File: src/rtl/bcs_pkg.sv
package bcs_pkg;

    localparam int OFS_W  = 3;
    localparam int BEAT_W = 3;

    typedef enum logic {
        ORDER_WRAP = 1'b0,
        ORDER_XOR  = 1'b1
    } burst_order_e;

endpackage

File: src/rtl/bcs_wrap_offset.sv
module bcs_wrap_offset
    import bcs_pkg::*;
(
    input  logic [OFS_W-1:0]  base_i,
    input  logic [BEAT_W-1:0] beat_i,
    input  logic              eight_i,
    output logic [OFS_W-1:0]  ofs_o
);
    logic [1:0] low;

    always_comb begin
        low   = base_i[1:0] + beat_i[1:0];
        // bit 2 flips for the second half only in eight-beat bursts
        ofs_o = {base_i[2] ^ (eight_i & beat_i[2]), low};
    end
endmodule

File: src/rtl/bcs_xor_offset.sv
module bcs_xor_offset
    import bcs_pkg::*;
(
    input  logic [OFS_W-1:0]  base_i,
    input  logic [BEAT_W-1:0] beat_i,
    input  logic              eight_i,
    output logic [OFS_W-1:0]  ofs_o
);
    logic [BEAT_W-1:0] mask;

    always_comb begin
        mask  = {beat_i[2] & eight_i, beat_i[1:0]};
        ofs_o = base_i ^ mask;
    end
endmodule

File: src/rtl/burst_col_seq.sv
module burst_col_seq
    import bcs_pkg::*;
#(
    parameter int COL_W = 10
) (
    input  logic             clk,
    input  logic             rst_n,
    input  logic             start_i,
    input  logic [COL_W-1:0] col_i,
    input  logic             bl8_i,
    input  logic             ilv_i,
    output logic             ready_o,
    output logic             valid_o,
    output logic             last_o,
    output logic [COL_W-1:0] col_o
);
    localparam int HI_W = COL_W - OFS_W;
    localparam logic [BEAT_W-1:0] END4 = BEAT_W'(3);
    localparam logic [BEAT_W-1:0] END8 = BEAT_W'(7);

    typedef struct packed {
        logic              active;
        logic              last;
        logic [BEAT_W-1:0] beat;
        logic              eight;
        burst_order_e      order;
        logic [HI_W-1:0]   hi;
        logic [OFS_W-1:0]  base;
        logic [COL_W-1:0]  col;
    } seq_state_t;

    seq_state_t st_q, st_d;

    logic              take;
    logic              run_on;
    logic [BEAT_W-1:0] beat_nx;
    logic [OFS_W-1:0]  base_sel;
    logic              eight_sel;
    burst_order_e      order_sel;
    logic [HI_W-1:0]   hi_sel;
    logic [OFS_W-1:0]  wrap_ofs;
    logic [OFS_W-1:0]  xor_ofs;
    logic [OFS_W-1:0]  ofs_sel;

    assign ready_o = !st_q.active || st_q.last;
    assign take    = start_i && ready_o;
    assign run_on  = st_q.active && !st_q.last;

    // operand select: fresh inputs on a start, captured values otherwise
    always_comb begin
        if (take) begin
            beat_nx   = '0;
            base_sel  = col_i[OFS_W-1:0];
            eight_sel = bl8_i;
            order_sel = burst_order_e'(ilv_i);
            hi_sel    = col_i[COL_W-1:OFS_W];
        end else begin
            beat_nx   = st_q.beat + 1'b1;
            base_sel  = st_q.base;
            eight_sel = st_q.eight;
            order_sel = st_q.order;
            hi_sel    = st_q.hi;
        end
    end

    bcs_wrap_offset u_wrap (
        .base_i  (base_sel),
        .beat_i  (beat_nx),
        .eight_i (eight_sel),
        .ofs_o   (wrap_ofs)
    );

    bcs_xor_offset u_xor (
        .base_i  (base_sel),
        .beat_i  (beat_nx),
        .eight_i (eight_sel),
        .ofs_o   (xor_ofs)
    );

    assign ofs_sel = (order_sel == ORDER_XOR) ? xor_ofs : wrap_ofs;

    always_comb begin
        st_d = st_q;
        if (take || run_on) begin
            st_d.active = 1'b1;
            st_d.beat   = beat_nx;
            st_d.eight  = eight_sel;
            st_d.order  = order_sel;
            st_d.hi     = hi_sel;
            st_d.base   = base_sel;
            st_d.col    = {hi_sel, ofs_sel};
            st_d.last   = (beat_nx == (eight_sel ? END8 : END4));
        end else begin
            st_d.active = 1'b0;
            st_d.last   = 1'b0;
        end
    end

    always_ff @(posedge clk or negedge rst_n) begin
        if (!rst_n) begin
            st_q <= '0;
        end else begin
            st_q <= st_d;
        end
    end

    assign valid_o = st_q.active;
    assign last_o  = st_q.last;
    assign col_o   = st_q.col;

endmodule

File: config.mk
export PLATFORM = sky130hd
export DESIGN_NAME = burst_col_seq
export DESIGN_NICKNAME = d
export VERILOG_FILES = /design/src/rtl/bcs_pkg.sv /design/src/rtl/bcs_wrap_offset.sv /design/src/rtl/bcs_xor_offset.sv /design/src/rtl/burst_col_seq.sv
export SDC_FILE = /design/constraint.sdc
export NUM_CORES = 1
export LEC_CHECK = 0
export ABC_AREA = 1
export BUFFER_PORTS_ARGS = -buffer_cell sky130_fd_sc_hd__buf_2
export CAP_MARGIN = 40
export CORE_AREA = 2 2 49 51
export CTS_CLUSTER_DIAMETER = 60
export DETAILED_ROUTE_END_ITERATION = 8
export DIE_AREA = 0 0 51 53
export GPL_TIMING_DRIVEN = 0
export PLACE_DENSITY = 0.82
export SYNTH_ARGS = -nofsm -noshare
export SYNTH_HDL_FRONTEND = slang
export SYNTH_HIERARCHICAL = 1
export SYNTH_SLANG_ARGS = --single-unit
File: constraint.sdc
create_clock -name clk -period 4.7 [get_ports clk]
set_input_delay 0.47 -clock clk [delete_from_list [all_inputs] [get_ports clk]]
set_output_delay 0.47 -clock clk [all_outputs]
set_load 0.02 [all_outputs]
; Yosys cells after proc, flatten, opt, wreduce, memory -nomap -nowiden
; Index checks and enable logic that the tools add are counted.
[classes]
n_mux = 8
eq_ne = 1
add_sub_neg = 2
bitwise_logic = 3
reduce_logical = 6
[ops]
columns = cell, n
row1 = $mux 3, 4
row2 = $mux 7, 1
row3 = $add 3x1->3 const B, 1
row4 = $eq 3x3->1, 1
row5 = $xor 3x3->3, 1
row6 = $add 2x2->2, 1
row7 = $logic_and 1x1->1, 2
row8 = $logic_not 1->1, 2
row9 = $logic_or 1x1->1, 2
row10 = $mux 1, 2
row11 = $mux 2, 1
row12 = $and 1x1->1, 1
row13 = $xor 1x1->1, 1
[word_totals]
out_inout_bits = 13
wordCells = 28
ff_bits = 27
inputBits = 15

; Depth between registers and ports, before layout
; Gate-level depths: netlist (run 1).
[logic_depth]
ltp_word = 7
ltp_mapped = 16
ltp_nobuf = 15

; By module
; The synthesis (run 1) kept the hierarchy.
[by_module_without_submodules]
columns = mod, cells_each, seq_area_each_um2, n_inst, area_per_inst_um2
row1 = burst_col_seq, 130, 500.5, 1, 1022.2
row2 = bcs_wrap_offset, 12, 0.0, 1, 60.1
row3 = bcs_xor_offset, 13, 0.0, 1, 50.0

; Worst setup path before layout (run 1)
; Ideal clock, no wire load.
[synth_path]
path_kind = reg-to-reg
start = register st_q (netlist bit last_o)
end = register st_q (netlist bit col_o[1])
setup_slack_ns = 2.986
path_stages_with_launch = 14
synth_period_minus_slack_ns = 1.714
t_arrival_ns = 1.597
setup_ns = 0.118
path_buffers = 1
required_ns = 4.582
path_cell_list = dfrtp_1 -> inv_1 -> nand2_4 -> nand2_4 -> buf_4 -> nand2_1 -> nand2_1 -> ha_1 -> nand3_1 -> nand2_1 -> inv_1 -> nand3_1 -> nand3_1 -> nand2_1
[synth_between]
elab_chain_len = 5
word_cells_on_any_way = 11
classes_between = 1 x add/sub / 4 x mux / 1 x bitwise / 5 x reduce/logical
[synth_rtl]
columns = element, line_no
row1 = start: declaration, burst_col_seq.sv:32  ; seq_state_t st_q, st_d;
row2 = start signal: assignment, burst_col_seq.sv:103  ; st_q <= st_d;
row3 = $logic_or 1x1->1, burst_col_seq.sv:45  ; assign ready_o = !st_q.active || st_q.last;
row4 = named net ready_o, burst_col_seq.sv:12  ; output logic ready_o,
row5 = $logic_and 1x1->1, burst_col_seq.sv:46  ; assign take = start_i && ready_o;
row6 = $mux 3, burst_col_seq.sv:51  ; if (take) begin
row7 = named net base_sel[0], burst_col_seq.sv:37  ; logic [OFS_W-1:0] base_sel;
row8 = $add 2x2->2, bcs_wrap_offset.sv:12  ; low = base_i[1:0] + beat_i[1:0];
row9 = named net wrap_ofs[1], burst_col_seq.sv:41  ; logic [OFS_W-1:0] wrap_ofs;
row10 = $mux 3, burst_col_seq.sv:80  ; assign ofs_sel = (order_sel == ORDER_XOR) ? xor_ofs : wrap_ofs;
; The timed path passes the listed nets, and every way through them passes these cells.
; A chain may end at the register's enable or synchronous reset.

; Worst setup path in the final report (run 1)
[layout_path]
start = register st_q (netlist bit last_o)
end = register st_q (netlist bit col_o[1])
[layout_between]
elab_chain_len = 5
word_cells_on_any_way = 11
classes_between = 1 x add/sub / 4 x mux / 1 x bitwise / 5 x reduce/logical
[layout_rtl]
columns = element, line_no
row1 = $logic_or 1x1->1, burst_col_seq.sv:45
row2 = $logic_and 1x1->1, burst_col_seq.sv:46
row3 = $mux 3, burst_col_seq.sv:51
row4 = named net beat_nx[0], burst_col_seq.sv:36  ; logic [BEAT_W-1:0] beat_nx;
row5 = $add 2x2->2, bcs_wrap_offset.sv:12
row6 = named net wrap_ofs[1], burst_col_seq.sv:41
row7 = $mux 3, burst_col_seq.sv:80
; The timed path passes the listed nets, and every way through them passes these cells.

==> flow_results.xml, run 1 <==
<?xml version="1.0" encoding="UTF-8"?>
<metrics>
  <group name="layout">
    <metric name="finish.net_count" unit="">204</metric>
    <metric name="mostFrequentLayoutCell" unit="">sky130_fd_sc_hd__nand2_1</metric>
    <metric name="layout-area-overhead-vs-synth" unit="%">18.2</metric>
    <metric name="finish.instance_area" unit="sq um">1340</metric>
    <metric name="most_used_cells_in_the_layout_excluding_fill_and_tap_cells" unit="">sky130_fd_sc_hd__nand2_1 (61), sky130_fd_sc_hd__buf_2 (27), sky130_fd_sc_hd__inv_1 (24)</metric>
    <metric name="n_antenna_cell" unit="">0</metric>
    <metric name="layout-drive-gt1-share" unit="">0.285</metric>
  </group>
  <group name="sta">
    <metric name="period_utilization" unit="">0.374</metric>
    <metric name="final_critical_period" unit="ns">1.76</metric>
    <metric name="final_hold_viol_count" unit="">0</metric>
    <metric name="worst_slew_pin_slew" unit="ns">0.442</metric>
    <metric name="rsz0062_at_grt" unit="">false</metric>
    <metric name="timing.final.setup_violations" unit="">0</metric>
    <metric name="timing.final.max_slew_violations" unit="">0</metric>
    <metric name="skew" unit="ns">0.00101</metric>
    <metric name="postLayoutSetupSlackWorst" unit="ns">2.94</metric>
    <metric name="max_freq" unit="MHz">569</metric>
    <metric name="timing.max_slew.rel_slack" unit="">0.705</metric>
    <metric name="fin_setup_tns" unit="ns">0</metric>
  </group>
  <group name="floorplanning">
    <metric name="io_pins" unit="">28</metric>
    <metric name="core.rowCount" unit="">17</metric>
    <metric name="floorplan.initialDensity" unit="">0.527</metric>
    <metric name="core_area" unit="sq um">2150</metric>
    <metric name="fp.dieW" unit="um">51</metric>
    <metric name="dieArea" unit="sq um">2700</metric>
    <metric name="die_h" unit="um">53</metric>
  </group>
  <group name="power">
    <metric name="vdd_ir_drop_max" unit="uV">310</metric>
    <metric name="post-layout-total-power" unit="uW">953</metric>
    <metric name="power.density_cell_area" unit="nW/um^2">712</metric>
    <metric name="leakagePower" unit="uW">0.000837</metric>
  </group>
  <group name="yosys">
    <metric name="synth-warning-count" unit="">6</metric>
    <metric name="cell_area_after_synthesis" unit="sq um">1130</metric>
    <metric name="syn-num-nets" unit="">172</metric>
    <metric name="ys_ff_latch" unit="">20</metric>
    <metric name="syn_inst" unit="">155</metric>
    <metric name="synth.yosys.seq_area_share" unit="">0.442</metric>
    <metric name="postSynthAreaPerCell" unit="sq um">7.31</metric>
    <metric name="synth.distinct_cells" unit="">15</metric>
  </group>
  <group name="placed_design">
    <metric name="gp_congestion" unit="">0.777</metric>
    <metric name="numPortBuffers" unit="">27</metric>
    <metric name="placedInstanceArea" unit="sq um">1300</metric>
    <metric name="detailedPlace.worstSlack" unit="ns">2.90</metric>
    <metric name="dp_hpwl" unit="um">1620</metric>
  </group>
  <group name="setup_path">
    <metric name="crit_required" unit="ns">4.91</metric>
    <metric name="critPathCaptureType" unit="">flop</metric>
    <metric name="worst-path-max-fanout" unit="">10</metric>
    <metric name="path_class" unit="">reg2reg</metric>
    <metric name="path_cells" unit="">inv_1, nand2_4, nand2_4, inv_2, buf_6, nor2_1, ha_1, inv_1, nand2_1, nand2_1, inv_1, nand3_1, nand3_1, nand2_1</metric>
    <metric name="start_kind" unit="">flop</metric>
    <metric name="cp_slowest_cell" unit="">sky130_fd_sc_hd__dfrtp_1</metric>
    <metric name="timing.critical_path.slowest_cell_delay" unit="ns">0.39</metric>
    <metric name="crit_arrival" unit="ns">1.97</metric>
  </group>
  <group name="cts">
    <metric name="maximum_clock_path_buffer_count" unit="">2</metric>
    <metric name="postCtsResizedCells" unit="">0</metric>
    <metric name="numClockSinks" unit="">20</metric>
    <metric name="clkLatencyLatePin" unit="ns">0.30</metric>
    <metric name="htree_num_levels" unit="">1</metric>
    <metric name="clock_tree.root_cell" unit="">sky130_fd_sc_hd__clkbuf_4</metric>
    <metric name="post-cts-setup-buffers" unit="">0</metric>
    <metric name="tritoncts_clock_tree" unit="">built</metric>
    <metric name="holdBufCountCts" unit="">0</metric>
    <metric name="cts-buffers-inserted" unit="">3</metric>
    <metric name="clk_transition_reported_paths" unit="ns">0.11</metric>
  </group>
  <group name="global_route">
    <metric name="first_global_vias" unit="">961</metric>
    <metric name="gr-usage-all-layers" unit="">0.189</metric>
    <metric name="grt_first_pass_wirelength" unit="um">3820</metric>
    <metric name="number_of_antenna_violations_at_the_first_check_in_global_routing" unit="">0</metric>
    <metric name="grt_start_max_net_pins" unit="">21</metric>
    <metric name="grt-ovfl-total" unit="">0</metric>
  </group>
  <group name="route">
    <metric name="wire_per_inst" unit="um">9.75</metric>
    <metric name="vias" unit="">986</metric>
    <metric name="route.detailed.drc" unit="">0</metric>
    <metric name="viasPerCell" unit="">4.61</metric>
    <metric name="drt_pass1_iterations" unit="">4</metric>
    <metric name="finalWirelength" unit="um">2090</metric>
    <metric name="ant_nets" unit="">0</metric>
    <metric name="first_iter_violations" unit="">16</metric>
  </group>
  <group name="min_path">
    <metric name="min_path_type" unit="">in2async</metric>
  </group>
  <group name="flow_run">
    <metric name="max_cap_violations" unit="">0</metric>
  </group>
  <group name="outcome">
    <metric name="status" unit="">finished clean</metric>
  </group>
</metrics>
-- layout make-up --
class	instances	area, sq um
clock buffer	4	36.3
timing repair buffer	27	135
buffer	12	93.8
sequential	20	500
multi-input combinational	96	437
inverter	27	101
fill	198	810
tap	28	35.0
-- synth_stat cells --
master	instances	area share
sky130_fd_sc_hd__nand3_1	15	0.066
sky130_fd_sc_hd__buf_4	11	0.073
sky130_fd_sc_hd__inv_1	24	0.080
sky130_fd_sc_hd__ha_1	2	0.022
sky130_fd_sc_hd__nand3b_1	1	0.0066
sky130_fd_sc_hd__dfrtp_1	20	0.44
sky130_fd_sc_hd__nor2_2	1	0.0055
sky130_fd_sc_hd__nand2_2	4	0.022
sky130_fd_sc_hd__nand2_1	61	0.20
sky130_fd_sc_hd__xnor2_1	1	0.0077
sky130_fd_sc_hd__buf_6	1	0.0099
sky130_fd_sc_hd__o21ai_0	3	0.013
sky130_fd_sc_hd__nor2_1	6	0.020
sky130_fd_sc_hd__nand2_4	2	0.020
sky130_fd_sc_hd__inv_2	3	0.0099
-- metal layers --
layer	part of all wire	routed length (um)	GRT usage
met2	0.49	1030	0.342
met4	0.021	44	0.0991
met5	0	0	0
met1	0.45	947	0.221
met3	0.030	62	0.0198
-- path summary, 6_finish.rpt --
check                               from       end  slack (ns)  depth (start not counted)
worst max-delay path              last_o  col_o[1]        2.94                         14
worst min register to register  st_q[12]  st_q[12]        0.49                          2
worst min-delay path               rst_n  st_q[17]        0.09                          1
max in group asynchronous          rst_n  st_q[20]        4.31                          1
worst max register to register    last_o  col_o[1]        2.94                         14
min in group clk                col_i[3]  st_q[13]        0.35                          3
-- stage by stage --
step,cells,hold WS [ns],util
2_1_floorplan,155,0.174,-
3_3_place_gp,210,0.437,0.606
3_5_place_dp,210,0.444,0.606
4_1_cts,214,0.109,0.623
5_1_grt,214,0.116,0.623
6_report,214,0.0886,0.623
-- flip-flops by register name, summed over array words and instances (netlist names) --
| signal | cells |
|---|---|
| col_o | 3 |
| valid_o | 1 |
| st_q | 15 |
| last_o | 1 |
-- kinds of logic (layout without fill, tap and decap cells) --
family          Yosys count  in the layout  synth area share
compound gates            3              3            0.0133
xor+xnor                  1              1           0.00774
fa+ha+maj                 2              2            0.0221
buf+inv                  39             70             0.172
flops                    20             20             0.442
simple gates             90             90             0.343
-- critical path: cells and delay by family, from the launching register on --
| kind | cells | cell delay (ns) |
|---|---|---|
| AND/OR/NAND/NOR | 8 | 0.69 |
| adder cells (fa/ha/maj) | 1 | 0.21 |
| flip-flops | 1 | 0.39 |
| buffers and inverters | 5 | 0.37 |
-- power by group --
| group | total [uW] | switching (uW) | leakage, uW | internal (uW) |
|---|---|---|---|---|
| logic | 564 | 336 | 0.000573 | 227 |
| registers | 287 | 36.6 | 0.000243 | 251 |
| clock network | 102 | 54.4 | 0.0000210 | 47.3 |
No activity file was read; power rests on OpenSTA's default activity.
==> run 2, diff against run 1 <==
--- a/config.mk
+++ b/config.mk
@@ -5,15 +5,15 @@
 export SDC_FILE = /design/constraint.sdc
 export NUM_CORES = 1
 export LEC_CHECK = 0
-export ABC_AREA = 1
+export ABC_AREA = 0
 export BUFFER_PORTS_ARGS = -buffer_cell sky130_fd_sc_hd__buf_2
 export CAP_MARGIN = 40
-export CORE_AREA = 2 2 49 51
+export CORE_AREA = 2 2 52 54
 export CTS_CLUSTER_DIAMETER = 60
 export DETAILED_ROUTE_END_ITERATION = 8
-export DIE_AREA = 0 0 51 53
+export DIE_AREA = 0 0 54 56
 export GPL_TIMING_DRIVEN = 0
-export PLACE_DENSITY = 0.82
+export PLACE_DENSITY = 0.75
 export SYNTH_ARGS = -nofsm -noshare
 export SYNTH_HDL_FRONTEND = slang
 export SYNTH_HIERARCHICAL = 1
==> constraint.sdc (replaced) <==
create_clock -name clk -period 1.5 [get_ports clk]
set_input_delay 0.15 -clock clk [delete_from_list [all_inputs] [get_ports clk]]
set_output_delay 0.15 -clock clk [all_outputs]
set_load 0.02 [all_outputs]
==> run 2 against run 1 <==
Against the previous run: the run now ends with negative setup slack left; highest routed layer unchanged; via count is 2.5% lower; total power increased to 3.6 times the previous value; critical endpoint unchanged; clock power rose to 3.1 times the previous value; synthesized cell count shrank 18%; register-to-register slack worse by 3.4 ns; synthesized area down 3.2%; routed wire length is 21% higher; critical path depth shrank 1; sequential power increased to 3.4 times the previous value; cell count decreased by 6.5%; worst hold slack got worse by 0.060 ns.
==> flow_results.xml, run 2 <==
<?xml version="1.0" encoding="UTF-8"?>
<metrics>
  <group name="yosys">
    <metric name="synth.distinct_cells" unit="">19</metric>
    <metric name="synth_common_cells" unit="">sky130_fd_sc_hd__nand2_1 (42), sky130_fd_sc_hd__dfrtp_1 (20), sky130_fd_sc_hd__o21ai_0 (13), sky130_fd_sc_hd__buf_4 (11)</metric>
    <metric name="syn-num-nets" unit="">144</metric>
    <metric name="synth_top_cell_area_share" unit="">0.457</metric>
    <metric name="synth_top_cell_by_area" unit="">sky130_fd_sc_hd__dfrtp_1</metric>
    <metric name="synth_flop_cell" unit="">sky130_fd_sc_hd__dfrtp_1</metric>
    <metric name="synth.yosys.seq_area_share" unit="">0.457</metric>
    <metric name="cell_area_after_synthesis" unit="sq um">1100</metric>
    <metric name="ys_ff_latch" unit="">20</metric>
    <metric name="post_synth_main_area_contributors" unit="">sky130_fd_sc_hd__dfrtp_1 (46%), sky130_fd_sc_hd__nand2_1 (14%), sky130_fd_sc_hd__buf_4 (7.5%)</metric>
    <metric name="synth-async-reset-ratio" unit="">1.00</metric>
    <metric name="edff_count_synth" unit="">0</metric>
    <metric name="syn_inst" unit="">127</metric>
    <metric name="most_numerous_cell_in_the_yosys_netlist" unit="">sky130_fd_sc_hd__nand2_1</metric>
    <metric name="postSynthAreaPerCell" unit="sq um">8.63</metric>
    <metric name="synth-warning-count" unit="">6</metric>
  </group>
  <group name="sta">
    <metric name="worst_slew_pin_slew" unit="ns">0.453</metric>
    <metric name="final_critical_period" unit="ns">1.99</metric>
    <metric name="final_hold_viol_count" unit="">0</metric>
    <metric name="postLayoutSetupSlackWorst" unit="ns">-0.494</metric>
    <metric name="max_freq" unit="MHz">502</metric>
    <metric name="rsz0062_at_grt" unit="">true</metric>
    <metric name="timing.final.max_slew_violations" unit="">0</metric>
    <metric name="period_utilization" unit="">1.33</metric>
    <metric name="skew" unit="ns">0.00199</metric>
    <metric name="timing.final.setup_violations" unit="">3</metric>
    <metric name="timing.max_slew.rel_slack" unit="">0.698</metric>
    <metric name="fin_setup_tns" unit="ns">-1.24</metric>
    <metric name="fin_hold_ws" unit="ns">0.0291</metric>
  </group>
  <group name="cts">
    <metric name="maximum_clock_path_buffer_count" unit="">2</metric>
    <metric name="cts-buffers-inserted" unit="">3</metric>
    <metric name="tritoncts_clock_tree" unit="">built</metric>
    <metric name="htree_num_levels" unit="">1</metric>
    <metric name="clkLatencyLatePin" unit="ns">0.30</metric>
    <metric name="clock_tree.root_cell" unit="">sky130_fd_sc_hd__clkbuf_4</metric>
    <metric name="clk_transition_reported_paths" unit="ns">0.12</metric>
    <metric name="numClockSinks" unit="">20</metric>
  </group>
  <group name="layout">
    <metric name="mostFrequentLayoutCell" unit="">sky130_fd_sc_hd__nand2_1</metric>
    <metric name="largest-register" unit="">st_q</metric>
    <metric name="most_used_cells_in_the_layout_excluding_fill_and_tap_cells" unit="">sky130_fd_sc_hd__nand2_1 (32), sky130_fd_sc_hd__buf_2 (27), sky130_fd_sc_hd__buf_4 (21)</metric>
    <metric name="n_antenna_cell" unit="">0</metric>
    <metric name="final_util" unit="">0.622</metric>
    <metric name="layout-drive-gt1-share" unit="">0.465</metric>
    <metric name="finish.instance_area" unit="sq um">1510</metric>
    <metric name="layout-area-overhead-vs-synth" unit="%">38.1</metric>
    <metric name="largest_reg_flops" unit="">15</metric>
    <metric name="finish.net_count" unit="">188</metric>
  </group>
  <group name="placed_design">
    <metric name="numPortBuffers" unit="">27</metric>
    <metric name="detailedPlace.worstSlack" unit="ns">-0.663</metric>
    <metric name="dp_hpwl" unit="um">1790</metric>
    <metric name="placedInstanceArea" unit="sq um">1310</metric>
    <metric name="gp_congestion" unit="">0.777</metric>
  </group>
  <group name="power">
    <metric name="comb_power_share" unit="">0.622</metric>
    <metric name="vdd_ir_drop_max" unit="uV">993</metric>
    <metric name="power_frac_clock" unit="">0.094</metric>
    <metric name="switching_share_of_total_power" unit="">0.429</metric>
    <metric name="sequential_group_share_of_total_power" unit="">0.284</metric>
    <metric name="cell_internal_pwr" unit="uW">1950</metric>
    <metric name="power.switching" unit="uW">1460</metric>
    <metric name="power.density_cell_area" unit="nW/um^2">2250</metric>
    <metric name="leakagePower" unit="uW">0.000798</metric>
  </group>
  <group name="flow_run">
    <metric name="max_cap_violations" unit="">0</metric>
  </group>
  <group name="floorplanning">
    <metric name="core_area" unit="sq um">2430</metric>
    <metric name="core.rowCount" unit="">18</metric>
    <metric name="io_pins" unit="">28</metric>
    <metric name="dieArea" unit="sq um">3020</metric>
    <metric name="floorplan.initialDensity" unit="">0.451</metric>
    <metric name="die_h" unit="um">56</metric>
    <metric name="fp.dieW" unit="um">54</metric>
  </group>
  <group name="setup_path">
    <metric name="path_class" unit="">reg2reg</metric>
    <metric name="crit_arrival" unit="ns">2.23</metric>
    <metric name="crit_required" unit="ns">1.73</metric>
    <metric name="start_kind" unit="">flop</metric>
    <metric name="worst-path-max-fanout" unit="">5</metric>
    <metric name="reg2reg_setup_slack" unit="ns">-0.49</metric>
    <metric name="critPathCaptureType" unit="">flop</metric>
  </group>
  <group name="route">
    <metric name="route.detailed.drc" unit="">0</metric>
    <metric name="viasPerCell" unit="">4.81</metric>
    <metric name="finalWirelength" unit="um">2530</metric>
    <metric name="vias" unit="">961</metric>
    <metric name="first_iter_violations" unit="">21</metric>
    <metric name="ant_nets" unit="">0</metric>
    <metric name="drt_pass1_iterations" unit="">4</metric>
    <metric name="wire_per_inst" unit="um">12.6</metric>
  </group>
  <group name="global_route">
    <metric name="number_of_antenna_violations_at_the_first_check_in_global_routing" unit="">0</metric>
    <metric name="grt-ovfl-total" unit="">0</metric>
    <metric name="grt_first_pass_wirelength" unit="um">4170</metric>
    <metric name="first_global_vias" unit="">994</metric>
    <metric name="gr-usage-all-layers" unit="">0.189</metric>
    <metric name="grt_start_max_net_pins" unit="">21</metric>
  </group>
  <group name="min_path">
    <metric name="min_path_type" unit="">in2reg</metric>
  </group>
  <group name="outcome">
    <metric name="failed_checks" unit="">negative setup slack</metric>
    <metric name="status" unit="">complete, but fails checks</metric>
  </group>
</metrics>
run 2: cell count changes after synthesis, moves of 4 or more:
cell	change
sky130_fd_sc_hd__nand2_1	-19
sky130_fd_sc_hd__o21ai_0	+10
sky130_fd_sc_hd__xnor2_1	+5
sky130_fd_sc_hd__nand2_2	-4
sky130_fd_sc_hd__inv_1	-19
sky130_fd_sc_hd__nand3_1	-9
run 2: power groups by stage:
| stage | sequential [uW] | clock (uW) | combinational (uW) |
|---|---|---|---|
| after detailed placement | 967 | 0 | 1840 |
| final | 967 | 321 | 2120 |
| after CTS | 961 | 328 | 2020 |
| after global routing | 991 | 355 | 2330 |
| after global placement | 945 | 0 | 1740 |
| after floorplan | 938 | 0 | 1440 |
run 2: kinds of logic after synthesis:
logic type | Yosys count | synth area share
buffers and inverters | 20 | 0.134
and+or+nand+nor | 60 | 0.236
muxes | 1 | 0.0103
DFF | 20 | 0.457
AOI/OAI and AO/OA | 16 | 0.0765
xor gates and xnor gates | 8 | 0.0639
adders and majority gates | 2 | 0.0228
run 2: per-layer routing:
| layer | share of wire | track usage | vias up |
|---|---|---|---|
| met5 | 0 | 0 | - |
| met4 | 0.012 | 0.0857 | 0 |
| met3 | 0.030 | 0.0296 | 4 |
| met2 | 0.55 | 0.322 | 13 |
| met1 | 0.40 | 0.223 | 459 |
| li1 | - | - | 485 |
run 2: worst paths after layout:
check | from | endpoint | cells past startpoint
worst min-delay path | col_i[4] | st_q[14] | 3
min in group asynchronous | rst_n | st_q[14] | 2
worst max-delay path | last_o | col_o[1] | 13
max in group asynchronous | rst_n | valid_o | 2
worst min register to register | st_q[15] | st_q[15] | 2
worst max register to register | last_o | col_o[1] | 13
run 2: layout make-up:
cell class	instances	area (sq um)
plain buffers	13	113
clock buffers	4	36.3
fillers	196	918
inverters	6	30.0
multi-input cells	87	547
flip-flops and latches	20	503
well taps	30	37.5
repair buffers	40	248
run 2: what timing repair did:
action	in CTS	in global routing
endpoints found under the setup margin	4	4
hold buffers	1	0
gates resized for setup	6	14
pin swaps	7	11
buffers inserted	12	0
hold endpoints to repair	20	0
run 2: worst max-delay path, stage by stage (launching register included):
cell and delay (ns):
sky130_fd_sc_hd__dfrtp_2 0.44, sky130_fd_sc_hd__nor2b_4 0.11, sky130_fd_sc_hd__buf_6 0.13, sky130_fd_sc_hd__inv_8 0.04, sky130_fd_sc_hd__and2_4 0.18, sky130_fd_sc_hd__nand2_2 0.12
sky130_fd_sc_hd__nand2_4 0.07, sky130_fd_sc_hd__ha_4 0.16, sky130_fd_sc_hd__xnor2_2 0.13, sky130_fd_sc_hd__xnor2_1 0.16, sky130_fd_sc_hd__inv_1 0.08, sky130_fd_sc_hd__o21ai_1 0.11
sky130_fd_sc_hd__o21ai_1 0.08, sky130_fd_sc_hd__a31oi_1 0.12
run 2: per-stage QoR:
step	total power [uW]	instances
3_5_place_dp	2810	184
4_1_cts	3310	200
3_3_place_gp	2680	184
2_1_floorplan	2380	127
5_1_grt	3680	200
6_report	3410	200
==> run 3, diff against run 2 <==
--- a/config.mk
+++ b/config.mk
@@ -14,6 +14,7 @@
 export DIE_AREA = 0 0 54 56
 export GPL_TIMING_DRIVEN = 0
 export PLACE_DENSITY = 0.75
+export SETUP_SLACK_MARGIN = 0.5
 export SYNTH_ARGS = -nofsm -noshare
 export SYNTH_HDL_FRONTEND = slang
 export SYNTH_HIERARCHICAL = 1
==> run 3 against run 2 <==
Against the previous run: the flow still finishes with violations (negative setup slack); largest cell class unchanged; sequential share of layout area fell by 5.9 points; critical path depth grew 1; clock skew up 0.0038 ns; combinational power rose by 44%; largest power group unchanged; via count up 6.1%; cell count up 6.5%; first-iteration DRC count down 9.5%; fmax shrank 5.6%.
==> flow_results.xml, run 3 (synthesis gave the netlist of run 2 again) <==
<?xml version="1.0" encoding="UTF-8"?>
<metrics>
  <group name="power">
    <metric name="leakagePower" unit="uW">0.000922</metric>
    <metric name="vdd_ir_drop_max" unit="uV">1420</metric>
    <metric name="power.density_cell_area" unit="nW/um^2">2370</metric>
  </group>
  <group name="setup_path">
    <metric name="worst-path-max-fanout" unit="">4</metric>
    <metric name="path_class" unit="">reg2reg</metric>
    <metric name="crit_required" unit="ns">1.73</metric>
    <metric name="critPathCaptureType" unit="">flop</metric>
    <metric name="crit_arrival" unit="ns">2.35</metric>
    <metric name="start_kind" unit="">flop</metric>
  </group>
  <group name="placed_design">
    <metric name="dp_hpwl" unit="um">1630</metric>
    <metric name="numPortBuffers" unit="">27</metric>
    <metric name="place.detailed.instances" unit="">184</metric>
    <metric name="gp_congestion" unit="">0.819</metric>
  </group>
  <group name="sta">
    <metric name="postLayoutSetupSlackWorst" unit="ns">-0.612</metric>
    <metric name="timing.final.max_slew_violations" unit="">0</metric>
    <metric name="period_utilization" unit="">1.41</metric>
    <metric name="final_hold_viol_count" unit="">0</metric>
    <metric name="skew" unit="ns">0.00576</metric>
    <metric name="worst_slew_pin_slew" unit="ns">0.458</metric>
    <metric name="max_freq" unit="MHz">473</metric>
    <metric name="rsz0062_at_grt" unit="">true</metric>
    <metric name="final_critical_period" unit="ns">2.11</metric>
    <metric name="fin_hold_ws" unit="ns">0.0545</metric>
    <metric name="timing.final.setup_violations" unit="">11</metric>
    <metric name="timing.max_slew.rel_slack" unit="">0.695</metric>
  </group>
  <group name="global_route">
    <metric name="grt-ovfl-total" unit="">0</metric>
    <metric name="met2_track_utilization_from_global_routing" unit="">0.321</metric>
    <metric name="number_of_antenna_violations_at_the_first_check_in_global_routing" unit="">0</metric>
    <metric name="grt_start_max_net_pins" unit="">21</metric>
    <metric name="gr-usage-all-layers" unit="">0.193</metric>
    <metric name="grt_first_pass_wirelength" unit="um">4330</metric>
    <metric name="first_global_vias" unit="">974</metric>
    <metric name="grt_use_met1" unit="">0.247</metric>
    <metric name="grt-busiest-layer" unit="">met2</metric>
    <metric name="globalRouteMet3Util" unit="">0.0323</metric>
  </group>
  <group name="route">
    <metric name="vias" unit="">1020</metric>
    <metric name="finalWirelength" unit="um">2960</metric>
    <metric name="wire_per_inst" unit="um">13.9</metric>
    <metric name="viasPerCell" unit="">4.79</metric>
    <metric name="drt_pass1_iterations" unit="">4</metric>
    <metric name="ant_nets" unit="">0</metric>
    <metric name="route.detailed.drc" unit="">0</metric>
    <metric name="first_iter_violations" unit="">19</metric>
  </group>
  <group name="outcome">
    <metric name="status" unit="">complete, but fails checks</metric>
    <metric name="failed_checks" unit="">negative setup slack</metric>
  </group>
  <group name="layout">
    <metric name="n_antenna_cell" unit="">0</metric>
    <metric name="most_used_cells_in_the_layout_excluding_fill_and_tap_cells" unit="">sky130_fd_sc_hd__buf_6 (32), sky130_fd_sc_hd__nand2_1 (24), sky130_fd_sc_hd__dfrtp_1 (17)</metric>
    <metric name="largest_reg_flops" unit="">15</metric>
    <metric name="layout.filler_cells" unit="">146</metric>
    <metric name="layout-drive-gt1-share" unit="">0.607</metric>
    <metric name="layout-area-overhead-vs-synth" unit="%">68.5</metric>
    <metric name="finalNonFillerCells" unit="">213</metric>
    <metric name="finish.net_count" unit="">201</metric>
    <metric name="mostFrequentLayoutCell" unit="">sky130_fd_sc_hd__buf_6</metric>
    <metric name="largest-register" unit="">st_q</metric>
  </group>
  <group name="cts">
    <metric name="clk_transition_reported_paths" unit="ns">0.12</metric>
    <metric name="clkLatencyLatePin" unit="ns">0.30</metric>
    <metric name="htree_num_levels" unit="">1</metric>
    <metric name="tritoncts_clock_tree" unit="">built</metric>
    <metric name="clock_tree.root_cell" unit="">sky130_fd_sc_hd__clkbuf_4</metric>
    <metric name="cts-buffers-inserted" unit="">3</metric>
    <metric name="maximum_clock_path_buffer_count" unit="">2</metric>
    <metric name="numClockSinks" unit="">20</metric>
  </group>
  <group name="flow_run">
    <metric name="max_cap_violations" unit="">0</metric>
  </group>
  <group name="floorplanning">
    <metric name="dieArea" unit="sq um">3020</metric>
    <metric name="fp.dieW" unit="um">54</metric>
    <metric name="floorplan.initialDensity" unit="">0.451</metric>
    <metric name="io_pins" unit="">28</metric>
    <metric name="die_h" unit="um">56</metric>
    <metric name="core.rowCount" unit="">18</metric>
    <metric name="core_area" unit="sq um">2430</metric>
  </group>
  <group name="min_path">
    <metric name="min_path_type" unit="">in2reg</metric>
  </group>
</metrics>
==> run 3: cell types whose count changed in the layout (fill, tap and decap cells not counted), sizes merged <==
cell | before | now
buf | 52 | 65
==> run 3: cell type report <==
| cell class | instances | area [sq um] | share of cell area |
|---|---|---|---|
| sequential | 20 | 504 | 0.273 |
| clock buffer | 4 | 36.3 | 0.0196 |
| buffer | 14 | 161 | 0.0874 |
| inverter | 6 | 30.0 | 0.0163 |
| multi-input combinational | 87 | 628 | 0.340 |
| timing repair buffer | 52 | 449 | 0.243 |
| tap | 30 | 37.5 | 0.0203 |
==> run 3: what timing repair did <==
action,4_1_cts,5_1_grt
endpoints found under the hold margin,20,0
gates resized for setup,57,28
hold buffers,1,0
pin swaps,17,17
setup buffers,16,8
cloned,0,0
endpoints found under the setup margin,33,33
==> run 3: where the power goes <==
| group | switching [uW] | leakage, uW | internal (uW) |
|---|---|---|---|
| sequential | 218 | 0.000242 | 794 |
| clock | 169 | 0.0000210 | 148 |
| combinational | 1390 | 0.000660 | 1670 |
| total | 1780 | 0.000922 | 2610 |
==> run 3: through the flow <==
stage	utilization	setup TNS, ns	worst slack (ns)	cell area (sq um)	power (uW)
after floorplan	-	-1.38	-0.573	1160	2440
after global placement	0.546	-1.45	-0.602	1330	2750
after detailed placement	0.546	-1.63	-0.648	1330	2830
after CTS	0.695	-1.89	-0.590	1690	3940
after global routing	0.759	-2.60	-0.698	1850	4650
final	0.759	-1.93	-0.612	1850	4390
==> run 3: worst paths after layout <==
path                       startpoint        to  slack [ns]  cells after the start
max                            last_o  col_o[1]       -0.61                     14
min                          col_i[4]  st_q[14]        0.05                      3
max reg2reg                    last_o  col_o[1]       -0.61                     14
min reg2reg                  st_q[12]  st_q[12]        0.48                      2
max in group asynchronous       rst_n  st_q[22]        0.84                      2
min in group asynchronous       rst_n  col_o[0]        0.32                      2
==> run 3: metal layers <==
metal | up-vias | wire length, um
met5 | - | 0
met4 | 0 | 24
met3 | 2 | 101
met2 | 28 | 1550
met1 | 482 | 1280
li1 | 508 | -
==> run 3: critical path, stage by stage (launching register included) <==
cell and delay, ns:
sky130_fd_sc_hd__dfrtp_2 0.44, sky130_fd_sc_hd__nor2b_4 0.11, sky130_fd_sc_hd__buf_6 0.12, sky130_fd_sc_hd__inv_8 0.03, sky130_fd_sc_hd__and2_4 0.14, sky130_fd_sc_hd__buf_6 0.13, sky130_fd_sc_hd__buf_8 0.12, sky130_fd_sc_hd__nor2_4 0.12
sky130_fd_sc_hd__ha_4 0.15, sky130_fd_sc_hd__xnor2_2 0.11, sky130_fd_sc_hd__xnor2_1 0.15, sky130_fd_sc_hd__inv_1 0.10, sky130_fd_sc_hd__o21ai_2 0.12, sky130_fd_sc_hd__o21ai_1 0.08, sky130_fd_sc_hd__a31oi_1 0.12
